[src/rtl/cbus_dma_regs.sv]
module cbus_dma_regs #(
  parameter int DATA_W      = 32,
  parameter int IDX_W       = 4,
  parameter int TIM_W       = 8,
  parameter int NUM_DOM     = 2,
  parameter int TIM_PER_DOM = 4
) (
  input  logic              clk,
  input  logic              rst_n,
  input  logic              reg_wr,
  input  logic [IDX_W-1:0]  reg_idx,
  input  logic [DATA_W-1:0] reg_wdata,
  input  logic [DATA_W-1:0] reg_wmask,
  output logic [DATA_W-1:0] reg_rdata,
  output logic              eng_start,
  output logic              eng_to_mem,
  output logic [DATA_W-1:0] eng_mem_addr,
  output logic [DATA_W-1:0] eng_cart_addr,
  output logic [DATA_W-1:0] eng_len,
  input  logic              eng_done,
  output logic              irq
);
  localparam int NUM_TIM   = NUM_DOM * TIM_PER_DOM;
  localparam int TSEL_W    = (NUM_TIM > 1) ? $clog2(NUM_TIM) : 1;
  localparam int IX_MEM    = 0;
  localparam int IX_CART   = 1;
  localparam int IX_RDLEN  = 2;
  localparam int IX_WRLEN  = 3;
  localparam int IX_STAT   = 4;
  localparam int IX_TIM    = 5;
  localparam int ST_BUSY   = 0;
  localparam int ST_IRQ    = 3;
  localparam int WR_CLR    = 1;

  logic [DATA_W-1:0] mem_q, cart_q, rdlen_q, wrlen_q;
  logic [TIM_W-1:0]  tim_q [NUM_TIM];
  logic              busy_q;

  logic [DATA_W-1:0] merged;
  assign merged = (reg_wdata & reg_wmask);

  function automatic logic [DATA_W-1:0] mrg(input logic [DATA_W-1:0] old);
    return (old & ~reg_wmask) | merged;
  endfunction

  logic hit_rd, hit_wr, accept, clr_req;
  assign hit_rd  = reg_wr && (reg_idx == IDX_W'(IX_RDLEN));
  assign hit_wr  = reg_wr && (reg_idx == IDX_W'(IX_WRLEN));
  assign accept  = (hit_rd || hit_wr) && !busy_q;
  assign clr_req = reg_wr && (reg_idx == IDX_W'(IX_STAT)) && merged[WR_CLR];

  always_ff @(posedge clk) begin
    if (!rst_n) begin
      mem_q   <= '0;
      cart_q  <= '0;
      rdlen_q <= '0;
      wrlen_q <= '0;
    end else if (reg_wr) begin
      if (reg_idx == IDX_W'(IX_MEM))  mem_q  <= mrg(mem_q);
      if (reg_idx == IDX_W'(IX_CART)) cart_q <= mrg(cart_q);
      if (hit_rd && !busy_q)          rdlen_q <= mrg(rdlen_q);
      if (hit_wr && !busy_q)          wrlen_q <= mrg(wrlen_q);
    end
  end

  for (genvar g = 0; g < NUM_TIM; g++) begin : g_tim
    logic [DATA_W-1:0] nxt;
    assign nxt = mrg({{(DATA_W-TIM_W){1'b0}}, tim_q[g]});
    always_ff @(posedge clk) begin
      if (!rst_n) tim_q[g] <= '0;
      else if (reg_wr && reg_idx == IDX_W'(IX_TIM + g)) tim_q[g] <= nxt[TIM_W-1:0];
    end
  end

  always_ff @(posedge clk) begin
    if (!rst_n) begin
      busy_q     <= 1'b0;
      irq        <= 1'b0;
      eng_start  <= 1'b0;
      eng_to_mem <= 1'b0;
    end else begin
      eng_start <= accept;
      if (accept) eng_to_mem <= hit_wr;
      if (accept)        busy_q <= 1'b1;
      else if (eng_done) busy_q <= 1'b0;
      if (eng_done)      irq <= 1'b1;
      else if (clr_req)  irq <= 1'b0;
    end
  end

  assign eng_mem_addr  = mem_q;
  assign eng_cart_addr = cart_q;
  assign eng_len       = eng_to_mem ? wrlen_q : rdlen_q;

  logic [IDX_W-1:0]  tim_off;
  logic [TSEL_W-1:0] tsel;
  assign tim_off = reg_idx - IDX_W'(IX_TIM);
  assign tsel    = tim_off[TSEL_W-1:0];

  always_comb begin
    reg_rdata = '0;
    case (reg_idx)
      IDX_W'(IX_MEM):   reg_rdata = mem_q;
      IDX_W'(IX_CART):  reg_rdata = cart_q;
      IDX_W'(IX_RDLEN): reg_rdata = rdlen_q;
      IDX_W'(IX_WRLEN): reg_rdata = wrlen_q;
      IDX_W'(IX_STAT): begin
        reg_rdata[ST_BUSY] = busy_q;
        reg_rdata[ST_IRQ]  = irq;
      end
      default:
        if (reg_idx >= IDX_W'(IX_TIM) && reg_idx < IDX_W'(IX_TIM + NUM_TIM))
          reg_rdata[TIM_W-1:0] = tim_q[tsel];
    endcase
  end

  AST_RESET_QUIET: assert property (@(posedge clk) !rst_n |=> (!irq && !eng_start));
  AST_START_SINGLE: assert property (@(posedge clk) disable iff (!rst_n)
    eng_start |=> !eng_start);
  AST_START_BUSY: assert property (@(posedge clk) disable iff (!rst_n)
    $rose(eng_start) |-> $past(!busy_q));
  AST_NO_RESTART: assert property (@(posedge clk) disable iff (!rst_n)
    (busy_q && reg_wr && (reg_idx == IDX_W'(IX_RDLEN))) |=> (!eng_start && $stable(rdlen_q)));
  AST_DONE_IRQ: assert property (@(posedge clk) disable iff (!rst_n)
    eng_done |=> (irq && !busy_q));
  AST_IRQ_HOLD: assert property (@(posedge clk) disable iff (!rst_n)
    (irq && !clr_req) |=> irq);
  AST_TIM_NARROW: assert property (@(posedge clk) disable iff (!rst_n)
    (reg_idx >= IDX_W'(IX_TIM)) |-> (reg_rdata[DATA_W-1:TIM_W] == '0));
endmodule

[config.mk]
export PLATFORM = sky130hd
export DESIGN_NAME = cbus_dma_regs
export DESIGN_NICKNAME = d
export VERILOG_FILES = /design/src/rtl/cbus_dma_regs.sv
export SDC_FILE = /design/constraint.sdc
export NUM_CORES = 1
export LEC_CHECK = 0
export ABC_AREA = 1
export BUFFER_PORTS_ARGS = -buffer_cell sky130_fd_sc_hd__buf_4
export CAP_MARGIN = 20
export CORE_ASPECT_RATIO = 1.2
export CORE_MARGIN = 3
export CORE_UTILIZATION = 56
export CTS_CLUSTER_DIAMETER = 100
export CTS_CLUSTER_SIZE = 25
export DETAILED_ROUTE_END_ITERATION = 10
export HOLD_SLACK_MARGIN = 0.02
export PLACE_DENSITY_LB_ADDON = 0.1
export SYNTH_ARGS = -nofsm -noshare
export SYNTH_HDL_FRONTEND = slang
export SYNTH_SLANG_ARGS = --single-unit
[constraint.sdc]
create_clock -name clk -period 3.1 [get_ports clk]
set_clock_uncertainty 0.1 [all_clocks]
set_input_delay 0.155 -clock clk [delete_from_list [all_inputs] [get_ports clk]]
set_output_delay 0.155 -clock clk [all_outputs]
set_load 0.02 [all_outputs]
==> flow_summary_export.csv, run 1 <==
group,metric,value,unit
global_routing,grt.overflow.total,0,
die,io_pins,203,
min_path,hold_start,"reg_idx[3]",
clock_tree,post_cts_buffers,0,
layout,multi_input_area,4590,µm²
timing,setup_viol,0,
setup_path,critPathArrivalTime,3.25,ns
outcome,status,"finished, final reports clean",
detailed_routing,routedWlPerCell,17.6,µm
logic_synthesis,synthFlopType,"dfxtp_1",
timing,tightest_slew,0.659,ns
setup_path,worstSetupPathType,"in -> reg",
logic_synthesis,netlist_instances,1450,
min_path,min_path_cells,5,
place,gp_routability_congestion,0.927,
timing,rsz0062_at_grt,"yes",
detailed_routing,viasPerCell,5.68,
timing,tns,0,ns
pwr,switching_share,26.6,%
logic_synthesis,syn-num-nets,1526,
logic_synthesis,ys_seq_elements,196,
pwr,p_int,4120,µW
logic_synthesis,synth_warnings,0,
layout,final_net_count,1825,
die,fp.dieH,153,µm
logic_synthesis,syn_area_per_cell,6.97,µm²
logic_synthesis,ys_async_sr_fraction,0,%
logic_synthesis,synth_commonest_cells,"nand2_1, a21oi_1, inv_1",
pwr,peakVddDrop,372,µV
timing,slew-limit-headroom,56.0,%
die,coreArea,17600,µm²
layout,seq_area,4570,µm²
die,start_util,57.3,%
layout,layout-drive-gt1-share,15.3,%
clock_tree,cts_root_buf,"clkbuf_16",
detailed_routing,finalWirelength,34.9,mm
clock_tree,numCtsBuffers,17,
clock_tree,h-tree-depth,4,
die,rows,53,
logic_synthesis,yosys-top-cells-area,"dfxtp_1, edfxtp_1, nand2_1",
clock_tree,cts_tree,"done",
pwr,leakage,0.00556,µW
setup_path,cp-end-kind,"flip-flop",
timing,hold_viol,0,
timing,timing.fmax,336,MHz
logic_synthesis,syn_area,10100,µm²
die,fp.dieW,129,µm
detailed_routing,drt_iter0_markers,1183,
clock_tree,cts.clk_slew.worst_paths,0.08,ns
logic_synthesis,yosysTopAreaCell,"dfxtp_1",
setup_path,reg2reg_from,"busy_q",
pwr,power_frac_comb,12.9,%
clock_tree,cts_max_path_buffers,2,
logic_synthesis,synth_edf_count,64,
global_routing,grt_max_degree,70,
place,port_buffers,202,
layout,syn2layout_area_growth,34.4,%
setup_path,cp.required,3.38,ns
logic_synthesis,synth_most_common_cell,"nand2_1",
layout,fill_cells,1301,
timing,maxSlewViolCount,0,
global_routing,grt_use_total,35.0,%
layout,fin_util,77.0,%
detailed_routing,first_pass_iters,6,
setup_path,critPathLaunchType,"input port",
pwr,seq_power_share,48.7,%
setup_path,ff2ff_path_depth,8,
setup_path,ff2ff_setup_slack,0.27,ns
global_routing,grt_pass1_vias,10939,
place,dp_hpwl,22.4,mm
timing,finalCritPeriodShare,96.0,%
timing,period_needed,2.97,ns
logic_synthesis,yosysTopAreaCellShare,26.1,%
global_routing,grt_first_pass_wirelength,54.9,mm
pwr,p_switching,1490,µW
min_path,hold_end,"irq",
logic_synthesis,synth.yosys.seq_area_share,45.1,%
global_routing,antenna_found_initial,0,
pwr,p_clk_share,38.4,%
detailed_routing,ant_nets,0,
logic_synthesis,synth_cell_types,24,
pwr,p_per_area,413,nW/µm²
clock_tree,clk_latency,0.42,ns
min_path,min_path_type,"in -> reg",
clock_tree,cts_sinks,196,
die,die_area,19700,µm²
flow_run,maxCapViolCount,0,
detailed_routing,vias,11267,
detailed_routing,route.detailed.drc,0,
setup_path,worstPathMaxFanout,34,
## critical path, stage by stage
cell and delay, ns:
buf_4 0.15, nor2_4 0.12, buf_4 0.40, nand2_2 0.24, nor2_4 0.42, buf_6 0.33
nand3_1 0.11, dlygate4sd3_1 0.57, a21oi_1 0.15, dlygate4sd3_1 0.58
## power groups by stage
stage	combinational [µW]	clock (µW)	sequential [µW]
finish	725	2150	2730
global route	783	2260	2740
CTS	705	2160	2730
detailed placement	628	0	2790
global placement	622	0	2790
floorplan	320	0	2790
## layout make-up
type | count | area share [%]
Clock buffer | 23 | 3.68
Multi-Input combinational cell | 1015 | 33.8
Timing Repair Buffer | 348 | 21.7
Tap cell | 220 | 2.03
Sequential cell | 196 | 33.6
Clock inverter | 8 | 0.470
Inverter | 171 | 4.72
Antenna cell | 1 | 0.0184
## worst max-delay path by stage
stage                     from             to  slack [ns]  cells after the start
global placement    reg_idx[0]  reg_rdata[12]        0.69                      9
floorplan           reg_idx[0]    tim_q[7][0]        0.82                      6
detailed placement  reg_idx[0]      flip-flop        0.65                     10
global route        reg_idx[0]      flip-flop      -0.006                     11
CTS                 reg_idx[0]      flip-flop        0.12                     11
finish              reg_idx[2]      flip-flop        0.13                     10
## placed cells by master (no fill, tap or decap), drive strengths merged
cell type	synthesis	final
a21oi	180	180
buf	31	228
clkbuf	37	23
clkinv	1	6
dfxtp	132	132
diode	0	1
dlygate4sd3	0	120
edfxtp	64	64
ha	4	4
inv	170	173
nand2	455	455
nand3	139	139
nand4	5	5
nor2	103	103
o2111ai	24	24
o21ai	86	86
o22ai	14	14
o31ai	5	5
## layer usage
layer | GRT usage, % | part of all wire, % | vias to the layer above
li1 | - | - | 5340
met1 | 42.4 | 37 | 5104
met2 | 58.8 | 49 | 685
met3 | 6.19 | 8.7 | 138
met4 | 18.3 | 5.3 | 0
met5 | 0 | 0 | -
## logic make-up (layout without fill, tap and decap cells)
group	after synthesis	after routing	share of synthesized area (%)
buffers and inverters	239	550	9.60
other	0	1	0
AND/OR/NAND/NOR	702	702	28.3
AO/OA/AOI/OAI	309	309	16.5
adder cells (fa/ha/maj)	4	4	0.495
flip-flops	196	196	45.1
## repair_timing
item | in CTS | in global routing
hold buffers | 120 | 0
hold endpoints to repair | 130 | 0
resized for setup | 0 | 4
setup endpoints to repair | 0 | 10
## through the flow
| stage | setup WS (ns) | cell area [µm²] | power (µW) | std cells | hold WS (ns) |
|---|---|---|---|---|---|
| 2_1_floorplan | 0.818 | 10100 | 3110 | 1450 | 0.200 |
| 3_3_place_gp | 0.685 | 11800 | 3410 | 1830 | 0.323 |
| 3_5_place_dp | 0.653 | 11800 | 3420 | 1830 | 0.332 |
| 4_1_cts | 0.117 | 13600 | 5590 | 1981 | 0.0926 |
| 5_1_grt | -0.00643 | 13600 | 5780 | 1981 | 0.164 |
| 6_report | 0.126 | 13600 | 5610 | 1982 | 0.125 |
Power figures use the tool's default switching activity.
==> run 2, diff against run 1 <==
--- a/config.mk
+++ b/config.mk
@@ -8,9 +8,11 @@
 export ABC_AREA = 1
 export BUFFER_PORTS_ARGS = -buffer_cell sky130_fd_sc_hd__buf_4
 export CAP_MARGIN = 20
+export CELL_PAD_IN_SITES_DETAIL_PLACEMENT = 1
+export CELL_PAD_IN_SITES_GLOBAL_PLACEMENT = 2
 export CORE_ASPECT_RATIO = 1.2
 export CORE_MARGIN = 3
-export CORE_UTILIZATION = 56
+export CORE_UTILIZATION = 30
 export CTS_CLUSTER_DIAMETER = 100
 export CTS_CLUSTER_SIZE = 25
 export DETAILED_ROUTE_END_ITERATION = 10
==> run 2 against run 1 <==
Effect of this change:
- flip-flop and latch count stayed put
- routed wire length is 21% higher
- combinational power is 3.9% higher
- cell count is 12% higher
- hold slack worse by 0.046 ns
- clock power is 7% higher
- utilization is 35 points lower
- sequential share of layout area is 0.97 points lower
- critical path type unchanged
==> flow_summary_export.csv, run 2 (synthesis gave the netlist of run 1 again) <==
group,metric,value,unit
layout,final_common_cell,"nand2_1",
detailed_routing,route.detailed.drc,0,
setup_path,cp-end-kind,"flip-flop",
pwr,p_per_area,413,nW/µm²
die,fp.dieW,174,µm
setup_path,crit_path_start,"reg_idx[0]",
setup_path,critPathArrivalTime,3.16,ns
setup_path,ff2ff_setup_slack,0.34,ns
timing,hold_slack,0.0791,ns
pwr,peakVddDrop,249,µV
detailed_routing,viasPerCell,4.99,
setup_path,ff2ff_path_depth,8,
global_routing,grt.overflow.total,0,
place,dp_hpwl,28.1,mm
die,fp.dieH,207,µm
place,gp_routability_congestion,0.793,
detailed_routing,routedWlPerCell,19.1,µm
detailed_routing,finalWirelength,42.4,mm
timing,hold_viol,0,
min_path,hold_start,"reg_idx[3]",
setup_path,worstSetupPathType,"in -> reg",
clock_tree,numCtsBuffers,17,
layout,final_cell_mix,"nand2_1, buf_4, a21oi_1",
layout,layout-drive-gt1-share,15.6,%
global_routing,antenna_found_initial,2,
die,io_pins,203,
layout,final_cells,2219,
pwr,leakage,0.00561,µW
timing,period_needed,2.88,ns
die,rows,73,
layout,syn2layout_area_growth,38.4,%
timing,setup_viol,0,
timing,maxSlewViolCount,0,
setup_path,reg2reg_from,"busy_q",
global_routing,grt_max_degree,61,
min_path,min_path_cells,5,
clock_tree,cts_max_path_buffers,2,
timing,finalCritPeriodShare,92.9,%
global_routing,grt_pass1_vias,11543,
clock_tree,cts_tree,"done",
setup_path,critPathLaunchType,"input port",
timing,tns,0,ns
place,port_buffers,202,
timing,tightest_slew,0.732,ns
min_path,min_path_type,"in -> reg",
clock_tree,h-tree-depth,4,
global_routing,grt_use_total,23.3,%
die,die_area,36000,µm²
detailed_routing,first_pass_iters,5,
clock_tree,clk_latency,0.44,ns
timing,rsz0062_at_grt,"no",
layout,antennaDiodeCount,0,
flow_run,maxCapViolCount,0,
die,coreArea,33200,µm²
timing,slew-limit-headroom,51.0,%
die,start_util,30.5,%
place,numPlacedInstances,2064,
timing,timing.fmax,347,MHz
setup_path,worstPathMaxFanout,36,
clock_tree,cts_root_buf,"clkbuf_16",
clock_tree,cts_sinks,196,
global_routing,grt_first_pass_wirelength,66.1,mm
detailed_routing,vias,11082,
setup_path,cp.required,3.38,ns
layout,final_net_count,1832,
detailed_routing,drt_iter0_markers,563,
clock_tree,cts.clk_slew.worst_paths,0.07,ns
detailed_routing,ant_nets,0,
outcome,status,"finished, final reports clean",
run 2: path summary, 6_finish.rpt:
check / end
worst min-delay path: irq
worst min register to register: flip-flop
worst max-delay path: flip-flop
worst max register to register: flip-flop
run 2: worst max-delay path: stages:
cell and delay [ns]:
buf_4 0.18, inv_1 0.13, ha_1 0.23, buf_6 0.34, nand2_1 0.21, nor2_4 0.16
buf_6 0.29, nand3_1 0.11, dlygate4sd3_1 0.58, a21oi_1 0.16, dlygate4sd3_1 0.58
run 2: timing repair:
item	4_1_cts	5_1_grt
resized for setup	0	2
hold buffers	122	0
hold endpoints to repair	130	0
buffers inserted	0	0
endpoints found under the setup margin	0	8
run 2: area by class of cell:
| cell class | instances | area (µm²) |
|---|---|---|
| repair buffers | 354 | 3050 |
| flip-flops and latches | 196 | 4570 |
| multi-input cells | 1016 | 4600 |
| well taps | 450 | 563 |
| inverters | 171 | 643 |
| clock inverters | 10 | 104 |
| fillers | 4215 | 19200 |
| clock buffers | 22 | 474 |
run 2: metal layers:
metal | up-vias | part of all wire (%) | track usage (%)
li1 | 5357 | - | -
met1 | 5462 | 43 | 28.4
met2 | 209 | 51 | 41.9
met3 | 52 | 4.3 | 4.57
met4 | 2 | 1.9 | 6.24
met5 | - | 0.031 | 0
run 2: power by group:
part | internal [µW] | switching (µW) | total [µW] | leakage (µW)
Sequential | 2700 | 34.0 | 2730 | 0.00173
Combinational | 270 | 483 | 753 | 0.00359
Clock | 1250 | 1050 | 2300 | 0.000292
Total | 4220 | 1560 | 5780 | 0.00561
run 2: per-stage QoR:
step                      area [µm²]  worst slack (ns)  total power, µW  util (%)
after detailed placement       12200             0.488             3470      36.7
after floorplan                10100             0.818             3110         -
after global routing           14000            0.0593             6020      42.2
after global placement         12200             0.532             3460      36.7
final                          14000             0.221             5780      42.2
after CTS                      14000            0.0688             5830      42.2
==> run 3, diff against run 2 <==
--- a/config.mk
+++ b/config.mk
@@ -10,13 +10,14 @@
 export CAP_MARGIN = 20
 export CELL_PAD_IN_SITES_DETAIL_PLACEMENT = 1
 export CELL_PAD_IN_SITES_GLOBAL_PLACEMENT = 2
-export CORE_ASPECT_RATIO = 1.2
+export CORE_ASPECT_RATIO = 1.75
 export CORE_MARGIN = 3
 export CORE_UTILIZATION = 30
 export CTS_CLUSTER_DIAMETER = 100
 export CTS_CLUSTER_SIZE = 25
 export DETAILED_ROUTE_END_ITERATION = 10
 export HOLD_SLACK_MARGIN = 0.02
+export MAX_ROUTING_LAYER = met4
 export PLACE_DENSITY_LB_ADDON = 0.1
 export SYNTH_ARGS = -nofsm -noshare
 export SYNTH_HDL_FRONTEND = slang
==> run 3 against run 2 <==
Effect of this change:
- setup slack worse by 0.029 ns
- clock power fell by 2%
- cell count barely moved
- sequential share of layout area up 0.12 points
- final area fell by 0.36%
- hold slack better by 0.028 ns
- count of clock-buffer cells in the layout up 2
- largest power group unchanged
- register-to-register slack worse by 0.05 ns
- critical path depth shrank 1
- utilization decreased by 0.13 points
- non-clock buffer count shrank 1
==> flow_summary_export.csv, run 3 (synthesis gave the netlist of run 1 again) <==
group,metric,value,unit
outcome,status,"finished, final reports clean",
global_routing,grt.overflow.total,0,
pwr,leakage,0.00560,µW
clock_tree,cts.clk_slew.worst_paths,0.07,ns
clock_tree,cts_tree,"done",
timing,rsz0062_at_grt,"no",
timing,finalCritPeriodShare,93.8,%
setup_path,cp.buffers_inverters,5,
global_routing,grt_pass1_vias,11700,
clock_tree,numCtsBuffers,17,
setup_path,ff2ff_path_depth,8,
setup_path,slowest_stage,"dlygate4sd3_1",
global_routing,grt_use_total,24.2,%
die,coreArea,33100,µm²
die,fp.dieW,145,µm
clock_tree,hold_buffers,123,
pwr,switching_share,27.2,%
setup_path,cp.required,3.40,ns
timing,period_needed,2.91,ns
detailed_routing,routedWlPerCell,19.1,µm
setup_path,worstSetupPathType,"in -> reg",
clock_tree,clk_latency,0.45,ns
die,fp.dieH,249,µm
timing,slew-limit-headroom,27.8,%
global_routing,grt_first_pass_wirelength,65.2,mm
pwr,p_clk_share,39.3,%
timing,hold_slack,0.107,ns
setup_path,cp-end-kind,"flip-flop",
place,gp_routability_congestion,0.842,
die,rows,88,
pwr,p_switching,1560,µW
setup_path,crit_cells,10,
pwr,power_frac_comb,13.0,%
detailed_routing,route.detailed.drc,0,
global_routing,grt_max_degree,89,
timing,tightest_slew,1.08,ns
setup_path,worstPathMaxFanout,35,
pwr,p_int,4170,µW
pwr,peakVddDrop,407,µV
place,port_buffers,202,
timing,maxSlewViolCount,0,
timing,hold_viol,0,
clock_tree,cts-resized-gates,0,
setup_path,slowest_delay,0.57,ns
setup_path,reg2reg_from,"busy_q",
clock_tree,post_cts_buffers,0,
timing,timing.fmax,344,MHz
min_path,min_path_type,"in -> reg",
setup_path,critPathLaunchType,"input port",
clock_tree,h-tree-depth,4,
setup_path,crit_path_start,"reg_idx[0]",
pwr,p_per_area,411,nW/µm²
setup_path,worst_path_dominant_cell_family,"buffers and inverters",
layout,layout-drive-gt1-share,15.6,%
die,start_util,30.5,%
layout,final_net_count,1830,
detailed_routing,ant_nets,0,
setup_path,critPathArrivalTime,3.21,ns
flow_run,maxCapViolCount,0,
detailed_routing,vias,11041,
detailed_routing,viasPerCell,4.98,
timing,setup_viol,0,
pwr,seq_power_share,47.7,%
detailed_routing,drt_iter0_markers,451,
place,dp_hpwl,29.4,mm
setup_path,path_cells,"buf_4 -> inv_1 -> ha_1 -> nand2_2 -> nor2_4 -> buf_4 -> nand3_1 -> dlygate4sd3_1 -> a21oi_1 -> dlygate4sd3_1",
clock_tree,cts_root_buf,"clkbuf_16",
layout,syn2layout_area_growth,37.9,%
layout,final_common_cell,"nand2_1",
die,io_pins,203,
detailed_routing,first_pass_iters,4,
global_routing,antenna_found_initial,1,
die,die_area,36000,µm²
timing,tns,0,ns
detailed_routing,finalWirelength,42.3,mm
clock_tree,cts_max_path_buffers,2,
setup_path,ff2ff_setup_slack,0.29,ns
layout,final_cell_mix,"nand2_1, buf_4, a21oi_1",
clock_tree,cts_sinks,196,
[run 3: power groups by stage]
stage	Combinational (µW)	Clock (µW)	Sequential (µW)
2_1_floorplan	320	0	2790
3_3_place_gp	669	0	2790
3_5_place_dp	676	0	2790
4_1_cts	753	2310	2730
5_1_grt	816	2410	2740
6_report	744	2250	2730
[run 3: how the worst min path moves through the flow]
stage | endpoint | cells past startpoint | from
2_1_floorplan | flip-flop | 2 | reg_wdata[1]
3_3_place_gp | busy_q | 4 | eng_done
3_5_place_dp | busy_q | 4 | eng_done
4_1_cts | irq | 5 | reg_idx[3]
5_1_grt | irq | 5 | reg_idx[3]
6_report | irq | 5 | reg_idx[3]
[run 3: layout make-up]
cell class	count	area (µm²)
inverters	171	643
fillers	4237	19200
multi-input cells	1015	4600
repair buffers	353	3000
well taps	450	563
clock buffers	24	534
clock inverters	8	45.0
diodes	1	2.50
flip-flops and latches	196	4570
[run 3: stage by stage]
step / cell area [µm²] / util [%] / total power [µW] / cells / setup WS, ns
finish: 13900 / 42.1 / 5730 / 2218 / 0.192
global route: 13900 / 42.1 / 5960 / 2218 / 0.0158
CTS: 13900 / 42.1 / 5800 / 2217 / 0.214
detailed placement: 12100 / 36.6 / 3470 / 2062 / 0.614
global placement: 12100 / 36.6 / 3460 / 2062 / 0.705
floorplan: 10100 / - / 3110 / 1450 / 0.818
[run 3: metal layers]
metal  global-route usage (%)  vias up  wire length (µm)
met2                     44.9      211             23600
met5                        -        -                 0
met3                     4.07       68              1360
li1                         -     5359                 -
met1                     25.0     5403             16100
met4                     8.32        0              1180
[run 3: worst min-delay path: cells and delay by family]
family / cells / cell delay (ns)
AOI/OAI and AO/OA: 1 / 0.10
buffers and inverters: 1 / 0.15
and+or+nand+nor: 3 / 0.22
